**config.mk**
```make
export PLATFORM = sky130hd
export DESIGN_NAME = sreg_front
export DESIGN_NICKNAME = d
export VERILOG_FILES = /design/src/rtl/sreg_pkg.sv /design/src/rtl/sreg_rxfifo.sv /design/src/rtl/sreg_irq.sv /design/src/rtl/sreg_front.sv
export SDC_FILE = /design/constraint.sdc
export NUM_CORES = 1
export LEC_CHECK = 0
export BUFFER_PORTS_ARGS = -buffer_cell sky130_fd_sc_hd__buf_2
export CAP_MARGIN = 0
export CORE_UTILIZATION = 45
export CTS_CLUSTER_SIZE = 28
export DETAILED_ROUTE_END_ITERATION = 16
export PLACE_DENSITY_LB_ADDON = 0.2
export SETUP_SLACK_MARGIN = 0.3
export SLEW_MARGIN = 10
export SYNTH_ARGS = -nofsm -noshare
export SYNTH_HDL_FRONTEND = slang
export SYNTH_SLANG_ARGS = --single-unit
export TNS_END_PERCENT = 20
```
**constraint.sdc**
```tcl
create_clock -name clk -period 3.5 [get_ports clk]
set_input_delay 0.35 -clock clk [delete_from_list [all_inputs] [get_ports clk]]
set_output_delay 0.35 -clock clk [all_outputs]
set_load 0.005 [all_outputs]
```
**src/rtl/sreg_pkg.sv**
```systemverilog
package sreg_pkg;
    localparam int WIDX_W = 4;
    localparam int REG_W  = 32;
    localparam int BYTE_W = 8;

    // word indices; software relies on these positions
    localparam logic [WIDX_W-1:0] W_TXCTRL = 4'h0;
    localparam logic [WIDX_W-1:0] W_TXDMA  = 4'h1;
    localparam logic [WIDX_W-1:0] W_RXCTRL = 4'h2;
    localparam logic [WIDX_W-1:0] W_DOUT   = 4'h7;
    localparam logic [WIDX_W-1:0] W_PEEK   = 4'h8;
    localparam logic [WIDX_W-1:0] W_POP    = 4'h9;
    localparam logic [WIDX_W-1:0] W_MASK   = 4'hB;
    localparam logic [WIDX_W-1:0] W_ACK    = 4'hC;
    localparam logic [WIDX_W-1:0] W_RAW    = 4'hD;
    localparam logic [WIDX_W-1:0] W_MASKED = 4'hE;

    localparam int TX_READY_BIT = 24;
    localparam int TX_IDLE_BIT  = 22;
    localparam int RX_EN_BIT    = 3;
    localparam int RAW_RXNE_BIT = 3;

    localparam logic [REG_W-1:0] RXCTRL_RESET = 32'h0001_0000;
    localparam logic [REG_W-1:0] TX_RAW_BITS  = 32'h0000_0003;
    localparam logic [REG_W-1:0] STATUS_BASE  =
        (REG_W'(1) << TX_READY_BIT) | (REG_W'(1) << TX_IDLE_BIT);

    typedef struct packed {
        logic [REG_W-1:0] txctrl;
        logic [REG_W-1:0] txdma;
        logic [REG_W-1:0] rxctrl;
        logic [REG_W-1:0] dout;
        logic [REG_W-1:0] mask;
        logic [REG_W-1:0] ack;
    } ctl_regs_t;

    typedef struct packed {
        logic             set_tx;
        logic             ack_en;
        logic [REG_W-1:0] wdata;
    } irq_evt_t;

    function automatic ctl_regs_t ctl_reset_val();
        ctl_regs_t r;
        r        = '0;
        r.rxctrl = RXCTRL_RESET;
        return r;
    endfunction

    function automatic logic [REG_W-1:0] status_word(input logic empty,
                                                     input logic [BYTE_W-1:0] head);
        return STATUS_BASE | {{(REG_W-BYTE_W){1'b0}}, (empty ? '0 : head)};
    endfunction
endpackage

```
**src/rtl/sreg_rxfifo.sv**
```systemverilog
module sreg_rxfifo #(
    parameter int DEPTH  = 16,
    parameter int DATA_W = 8
) (
    input  logic              clk,
    input  logic              rst,
    input  logic              push,
    input  logic [DATA_W-1:0] push_data,
    input  logic              pop,
    output logic [DATA_W-1:0] head,
    output logic              empty,
    output logic              nonempty_nxt
);
    localparam int PTR_W = $clog2(DEPTH);
    localparam int CNT_W = PTR_W + 1;
    localparam logic [CNT_W-1:0] ONE  = CNT_W'(1);
    localparam logic [CNT_W-1:0] FULL = CNT_W'(DEPTH);

    logic [DATA_W-1:0] mem [DEPTH];
    logic [PTR_W-1:0]  wr_q, rd_q;
    logic [CNT_W-1:0]  cnt_q, cnt_nxt;
    logic              do_push, do_pop;

    assign empty   = (cnt_q == '0);
    assign do_pop  = pop && !empty;
    assign do_push = push && (cnt_q != FULL);   // full: byte discarded
    assign head    = empty ? '0 : mem[rd_q];

    always_comb begin
        case ({do_push, do_pop})
            2'b10:   cnt_nxt = cnt_q + ONE;
            2'b01:   cnt_nxt = cnt_q - ONE;
            default: cnt_nxt = cnt_q;
        endcase
    end
    assign nonempty_nxt = (cnt_nxt != '0);

    always_ff @(posedge clk) begin
        if (rst) begin
            wr_q  <= '0;
            rd_q  <= '0;
            cnt_q <= '0;
        end else begin
            cnt_q <= cnt_nxt;
            if (do_push) wr_q <= wr_q + PTR_W'(1);
            if (do_pop)  rd_q <= rd_q + PTR_W'(1);
        end
    end

    always_ff @(posedge clk) begin
        if (do_push) mem[wr_q] <= push_data;
    end
endmodule

```
**src/rtl/sreg_irq.sv**
```systemverilog
module sreg_irq
    import sreg_pkg::*;
(
    input  logic             clk,
    input  logic             rst,
    input  irq_evt_t         evt,
    input  logic             rx_nonempty_nxt,
    input  logic [REG_W-1:0] mask,
    output logic [REG_W-1:0] raw,
    output logic [REG_W-1:0] masked,
    output logic             irq
);
    logic [REG_W-1:0] raw_q, raw_nxt;

    always_comb begin
        raw_nxt = raw_q;
        if (evt.set_tx) raw_nxt = raw_nxt | TX_RAW_BITS;
        if (evt.ack_en) raw_nxt = raw_nxt & ~evt.wdata;
        raw_nxt[RAW_RXNE_BIT] = rx_nonempty_nxt;
    end

    always_ff @(posedge clk) begin
        if (rst) raw_q <= '0;
        else     raw_q <= raw_nxt;
    end

    assign raw    = raw_q;
    assign masked = raw_q & mask;
    assign irq    = |masked;
endmodule

```
**src/rtl/sreg_front.sv**
```systemverilog
module sreg_front
    import sreg_pkg::*;
#(
    parameter int RX_DEPTH = 16
) (
    input  logic              clk,
    input  logic              rst,
    input  logic              bus_req,
    input  logic              bus_wr,
    input  logic [WIDX_W-1:0] bus_widx,
    input  logic [REG_W-1:0]  bus_wdata,
    output logic              bus_ready,
    output logic [REG_W-1:0]  bus_rdata,
    output logic              tx_valid,
    output logic [BYTE_W-1:0] tx_data,
    input  logic              tx_ready,
    input  logic              rx_valid,
    input  logic [BYTE_W-1:0] rx_data,
    output logic              rx_ready,
    output logic              irq
);
    ctl_regs_t         ctl_q;
    irq_evt_t          evt;
    logic              wr_acc, rd_acc, pop_rd;
    logic [BYTE_W-1:0] head;
    logic              fifo_empty, nonempty_nxt;
    logic [REG_W-1:0]  raw_w, masked_w;

    // outgoing byte goes straight from the bus; the access waits for the taker
    assign tx_valid  = bus_req && bus_wr && (bus_widx == W_DOUT);
    assign tx_data   = bus_wdata[BYTE_W-1:0];
    assign bus_ready = !tx_valid || tx_ready;
    assign wr_acc    = bus_req && bus_ready && bus_wr;
    assign rd_acc    = bus_req && bus_ready && !bus_wr;
    assign pop_rd    = rd_acc && (bus_widx == W_POP);
    assign rx_ready  = ctl_q.rxctrl[RX_EN_BIT];

    assign evt.set_tx = wr_acc && (bus_widx == W_DOUT);
    assign evt.ack_en = wr_acc && (bus_widx == W_ACK);
    assign evt.wdata  = bus_wdata;

    always_ff @(posedge clk) begin
        if (rst) begin
            ctl_q <= ctl_reset_val();
        end else if (wr_acc) begin
            case (bus_widx)
                W_TXCTRL: ctl_q.txctrl <= bus_wdata;
                W_TXDMA:  ctl_q.txdma  <= bus_wdata;
                W_RXCTRL: ctl_q.rxctrl <= bus_wdata;
                W_DOUT:   ctl_q.dout   <= bus_wdata;
                W_MASK:   ctl_q.mask   <= bus_wdata;
                W_ACK:    ctl_q.ack    <= bus_wdata;
                default:  ;
            endcase
        end
    end

    always_comb begin
        case (bus_widx)
            W_TXCTRL: bus_rdata = ctl_q.txctrl;
            W_TXDMA:  bus_rdata = ctl_q.txdma;
            W_RXCTRL: bus_rdata = ctl_q.rxctrl;
            W_DOUT:   bus_rdata = ctl_q.dout;
            W_PEEK,
            W_POP:    bus_rdata = status_word(fifo_empty, head);
            W_MASK:   bus_rdata = ctl_q.mask;
            W_ACK:    bus_rdata = ctl_q.ack;
            W_RAW:    bus_rdata = raw_w;
            W_MASKED: bus_rdata = masked_w;
            default:  bus_rdata = '0;
        endcase
    end

    sreg_rxfifo #(.DEPTH(RX_DEPTH), .DATA_W(BYTE_W)) u_fifo (
        .clk          (clk),
        .rst          (rst),
        .push         (rx_valid && rx_ready),
        .push_data    (rx_data),
        .pop          (pop_rd),
        .head         (head),
        .empty        (fifo_empty),
        .nonempty_nxt (nonempty_nxt)
    );

    sreg_irq u_irq (
        .clk             (clk),
        .rst             (rst),
        .evt             (evt),
        .rx_nonempty_nxt (nonempty_nxt),
        .mask            (ctl_q.mask),
        .raw             (raw_w),
        .masked          (masked_w),
        .irq             (irq)
    );
endmodule

```
==> results.json <==
{
  "grt_first_pass_wirelength_um": 71100,
  "postSynthAreaPerCell_um2": 9.92,
  "final_nets": 1684,
  "max_slew.worst_pin.slew_ns": 0.940,
  "edff_count_synth": 128,
  "setup.worst_path.class": "reg2out",
  "cts_max_level": 2,
  "combinational_family_with_the_most_area_after_synthesis": "compound AO/OA/AOI/OAI gates",
  "ff2ff_setup_slack_ns": 0.57,
  "io_pins": 94,
  "synth_xor_area_frac": 0.00675,
  "filler_cell_count": 3008,
  "critPathArrivalTime_ns": 2.74,
  "synthFlopType": "sky130_fd_sc_hd__dfxtp_1",
  "clkLatencyLatePin_ns": 0.54,
  "rsz0062_at_grt": "true",
  "start_util": 0.461,
  "die_x_um": 188,
  "synth.net_count": 1627,
  "drc_violation_count_after_routing": 0,
  "synthCells": 1569,
  "max-slew-margin-rel": 0.371,
  "timing.hold.worst.class": "in2reg",
  "wl_met1_um": 19200,
  "floorplan.rows": 67,
  "core-area_um2": 33800,
  "detailedPlacementHpwl_um": 29300,
  "post_route_cells_drive_above_1_share": 0.153,
  "fin_worst_skew_ns": 0.0153,
  "place.gp.congestion": 0.890,
  "critical_path_required_ns": 3.15,
  "numPortBuffers": 93,
  "maxClockFrequency_mhz": 323,
  "avgRoutedWirePerCell_um": 22.0,
  "route.vias.total": 12300,
  "synth-simple-area-share": 0.162,
  "drv_cap": 0,
  "reg2regPathDepth": 11,
  "final_critical_path_setup_slack_ns": 0.407,
  "timing.final.crit_period_ns": 3.09,
  "fin_setup_tns_ns": 0,
  "clk_pin_slew_ns": 0.06,
  "dieHeight_um": 188,
  "floorplan.die_area_um2": 35300,
  "synth.ff_latch_count": 369,
  "hold_path_depth": 3,
  "met2_wirelength_um": 22400,
  "multiplexer_share_of_the_synthesized_area": 0.0645,
  "power_density_nw_per_um2": 501,
  "maxUsedRoutingLayer": "met4",
  "met3RoutedLength_um": 2880,
  "numCtsBuffers": 40,
  "drt_pre_antenna_iters": 5,
  "worst-path-max-fanout": 9,
  "postSynth.asyncResetShare": 0,
  "postRouteWirelength_um": 46300,
  "cts.sinks": 369,
  "grt_pass1_vias": 12000,
  "count_of_pins_over_their_slew_limit": 0,
  "status": "finished, final reports clean",
  "pin_count_of_the_biggest_net_entering_global_routing": 91,
  "global_route.overflow_total": 0,
  "synth_adder_area_share": 0.00643,
  "tritoncts_clock_tree": "done",
  "cts_root_buffer": "sky130_fd_sc_hd__clkbuf_16",
  "ctsLongestPathBuffers": 3,
  "number_of_antenna_violations_at_the_first_check_in_global_routing": 3,
  "groute.usage.overall": 0.263,
  "final-hold-violation-count": 0,
  "min_period_over_period": 0.884,
  "finalCoreUtilization": 0.527,
  "report.final.setup_viol": 0,
  "crit_path_end_kind": "output port",
  "power.static_leakage_nw": 6.14,
  "place_worst_setup_slack_ns": 0.374,
  "synth-compound-area-share": 0.164,
  "detail_route.vias_per_cell": 5.83,
  "number_of_warning_messages_in_the_yosys_log": 0,
  "synth.cell_area_um2": 15600,
  "dr.first_iter.drc_count": 1122,
  "vdd_drop_max_mv": 0.470,
  "drtAntennaViolNets": 0,
  "number_of_buffers_added_for_setup_after_cts": 0,
  "flow.area_growth_from_synthesis_pct": 14.4,
  "cts-hold-fix-buffers": 0,
  "yosys.cell_types.count": 61,
  "critical_path.startpoint_type": "flop",
  "post_synthesis_sequential_area_ratio": 0.557
}
logic make-up after synthesis:
group           after synthesis
simple gates                584
compound gates              398
flops                       369
buf+inv                     138
mux                          60
xor+xnor                     12
fa+ha+maj                     8
final timing paths:
check,start,endpoint
worst max-delay path,u_fifo.cnt_q[1],bus_rdata[0]
worst max register to register,u_fifo.cnt_q[1],u_irq.raw[3]
worst min-delay path,bus_wdata[10],ctl_q[74]
worst min register to register,ctl_q[162],ctl_q[162]
final cells by class:
cell class	instances	area, um2	share of cell area
flip-flops and latches	369	8670	0.487
multi-input cells	1062	6350	0.356
clock buffers	53	1100	0.0618
repair buffers	148	960	0.0539
well taps	448	561	0.0315
clock inverters	14	144	0.00808
inverters	5	18.8	0.00105
diodes	3	7.51	0.000422
where the power goes:
part,total (W),internal (W),switching (W)
Combinational,0.000373,0.000101,0.000271
Clock,0.00409,0.00242,0.00167
Sequential,0.00445,0.00444,0.0000100
Total,0.00892,0.00696,0.00196
synthesized netlist by cell type, types with 5 or more instances:
| master | instances | area share |
|---|---|---|
| sky130_fd_sc_hd__nor3_1 | 8 | 0.0026 |
| sky130_fd_sc_hd__and3_1 | 7 | 0.0028 |
| sky130_fd_sc_hd__a31oi_1 | 6 | 0.0024 |
| sky130_fd_sc_hd__nor2_1 | 48 | 0.012 |
| sky130_fd_sc_hd__edfxtp_1 | 128 | 0.25 |
| sky130_fd_sc_hd__a221o_1 | 16 | 0.010 |
| sky130_fd_sc_hd__a22o_1 | 27 | 0.015 |
| sky130_fd_sc_hd__clkbuf_1 | 81 | 0.020 |
| sky130_fd_sc_hd__nand4_1 | 9 | 0.0036 |
| sky130_fd_sc_hd__dfxtp_1 | 241 | 0.31 |
| sky130_fd_sc_hd__a21oi_1 | 219 | 0.070 |
| sky130_fd_sc_hd__mux4_2 | 32 | 0.046 |
| sky130_fd_sc_hd__buf_2 | 33 | 0.011 |
| sky130_fd_sc_hd__o22ai_1 | 8 | 0.0032 |
| sky130_fd_sc_hd__a211oi_1 | 8 | 0.0039 |
| sky130_fd_sc_hd__xor2_1 | 8 | 0.0045 |
| sky130_fd_sc_hd__nand2_1 | 440 | 0.11 |
| sky130_fd_sc_hd__buf_1 | 7 | 0.0017 |
| sky130_fd_sc_hd__o221ai_1 | 7 | 0.0039 |
| sky130_fd_sc_hd__and3b_1 | 30 | 0.017 |
| sky130_fd_sc_hd__buf_4 | 10 | 0.0048 |
| sky130_fd_sc_hd__a22oi_1 | 45 | 0.022 |
| sky130_fd_sc_hd__mux2i_1 | 25 | 0.016 |
| sky130_fd_sc_hd__and2_1 | 5 | 0.0020 |
| sky130_fd_sc_hd__nand2b_1 | 6 | 0.0024 |
| sky130_fd_sc_hd__o21ai_0 | 11 | 0.0035 |
| sky130_fd_sc_hd__a221oi_1 | 22 | 0.012 |
| sky130_fd_sc_hd__nand3_1 | 5 | 0.0016 |
| sky130_fd_sc_hd__a32o_1 | 6 | 0.0039 |
| sky130_fd_sc_hd__inv_1 | 5 | 0.0012 |
| sky130_fd_sc_hd__ha_1 | 8 | 0.0064 |
| sky130_fd_sc_hd__nor2b_1 | 10 | 0.0040 |
worst max-delay path, cell delays in order, from the launching register on:
cell                        delay, ns
sky130_fd_sc_hd__dfxtp_1         0.39
sky130_fd_sc_hd__or4_4           0.61
sky130_fd_sc_hd__o2111ai_2       0.41
sky130_fd_sc_hd__nor2_1          0.09
sky130_fd_sc_hd__or4_1           0.56
sky130_fd_sc_hd__buf_2           0.17
timing repair:
item / CTS / global route
endpoints found under the setup margin: 1 / 6
cloned: 0 / 0
gates resized for setup: 1 / 5
pin swaps: 0 / 0
flip-flops by register name, summed over array words and instances, names as in the netlist, named ones only:
signal,cells
u_fifo.mem,128
u_fifo.wr_q,4
ctl_q,191
u_fifo.cnt_q,5
u_irq.raw,32
u_fifo.rd_q,4
rx_ready,1
through the flow:
stage / hold slack [ns] / cells / area [um2] / power [W]
floorplan: 0.432 / 1569 / 15600 / 0.00472
global placement: 0.440 / 2032 / 16500 / 0.00491
detailed placement: 0.444 / 2032 / 16500 / 0.00491
CTS: 0.0943 / 2099 / 17800 / 0.00897
global route: 0.101 / 2101 / 17800 / 0.00916
finish: 0.107 / 2102 / 17800 / 0.00892
layout by cell type (no fill, tap or decap), types with 9 or more instances in the layout:
master                        n
sky130_fd_sc_hd__a21oi_1    219
sky130_fd_sc_hd__a221o_1     16
sky130_fd_sc_hd__a221oi_1    22
sky130_fd_sc_hd__a22o_1      27
sky130_fd_sc_hd__a22oi_1     45
sky130_fd_sc_hd__and3b_1     30
sky130_fd_sc_hd__buf_2       92
sky130_fd_sc_hd__buf_4       49
sky130_fd_sc_hd__clkbuf_1     9
sky130_fd_sc_hd__clkbuf_16   41
sky130_fd_sc_hd__dfxtp_1    239
sky130_fd_sc_hd__edfxtp_1   128
sky130_fd_sc_hd__mux2i_1     25
sky130_fd_sc_hd__mux4_2      32
sky130_fd_sc_hd__nand2_1    440
sky130_fd_sc_hd__nand4_1      9
sky130_fd_sc_hd__nor2_1      48
sky130_fd_sc_hd__o21ai_0     11
layer usage:
metal | up-vias | track usage
met3 | 103 | 0.0386
met5 | - | 0
met1 | 5974 | 0.335
met4 | 0 | 0.118
li1 | 5737 | -
met2 | 442 | 0.440
Note: power is estimated with default switching activity, not from simulation.
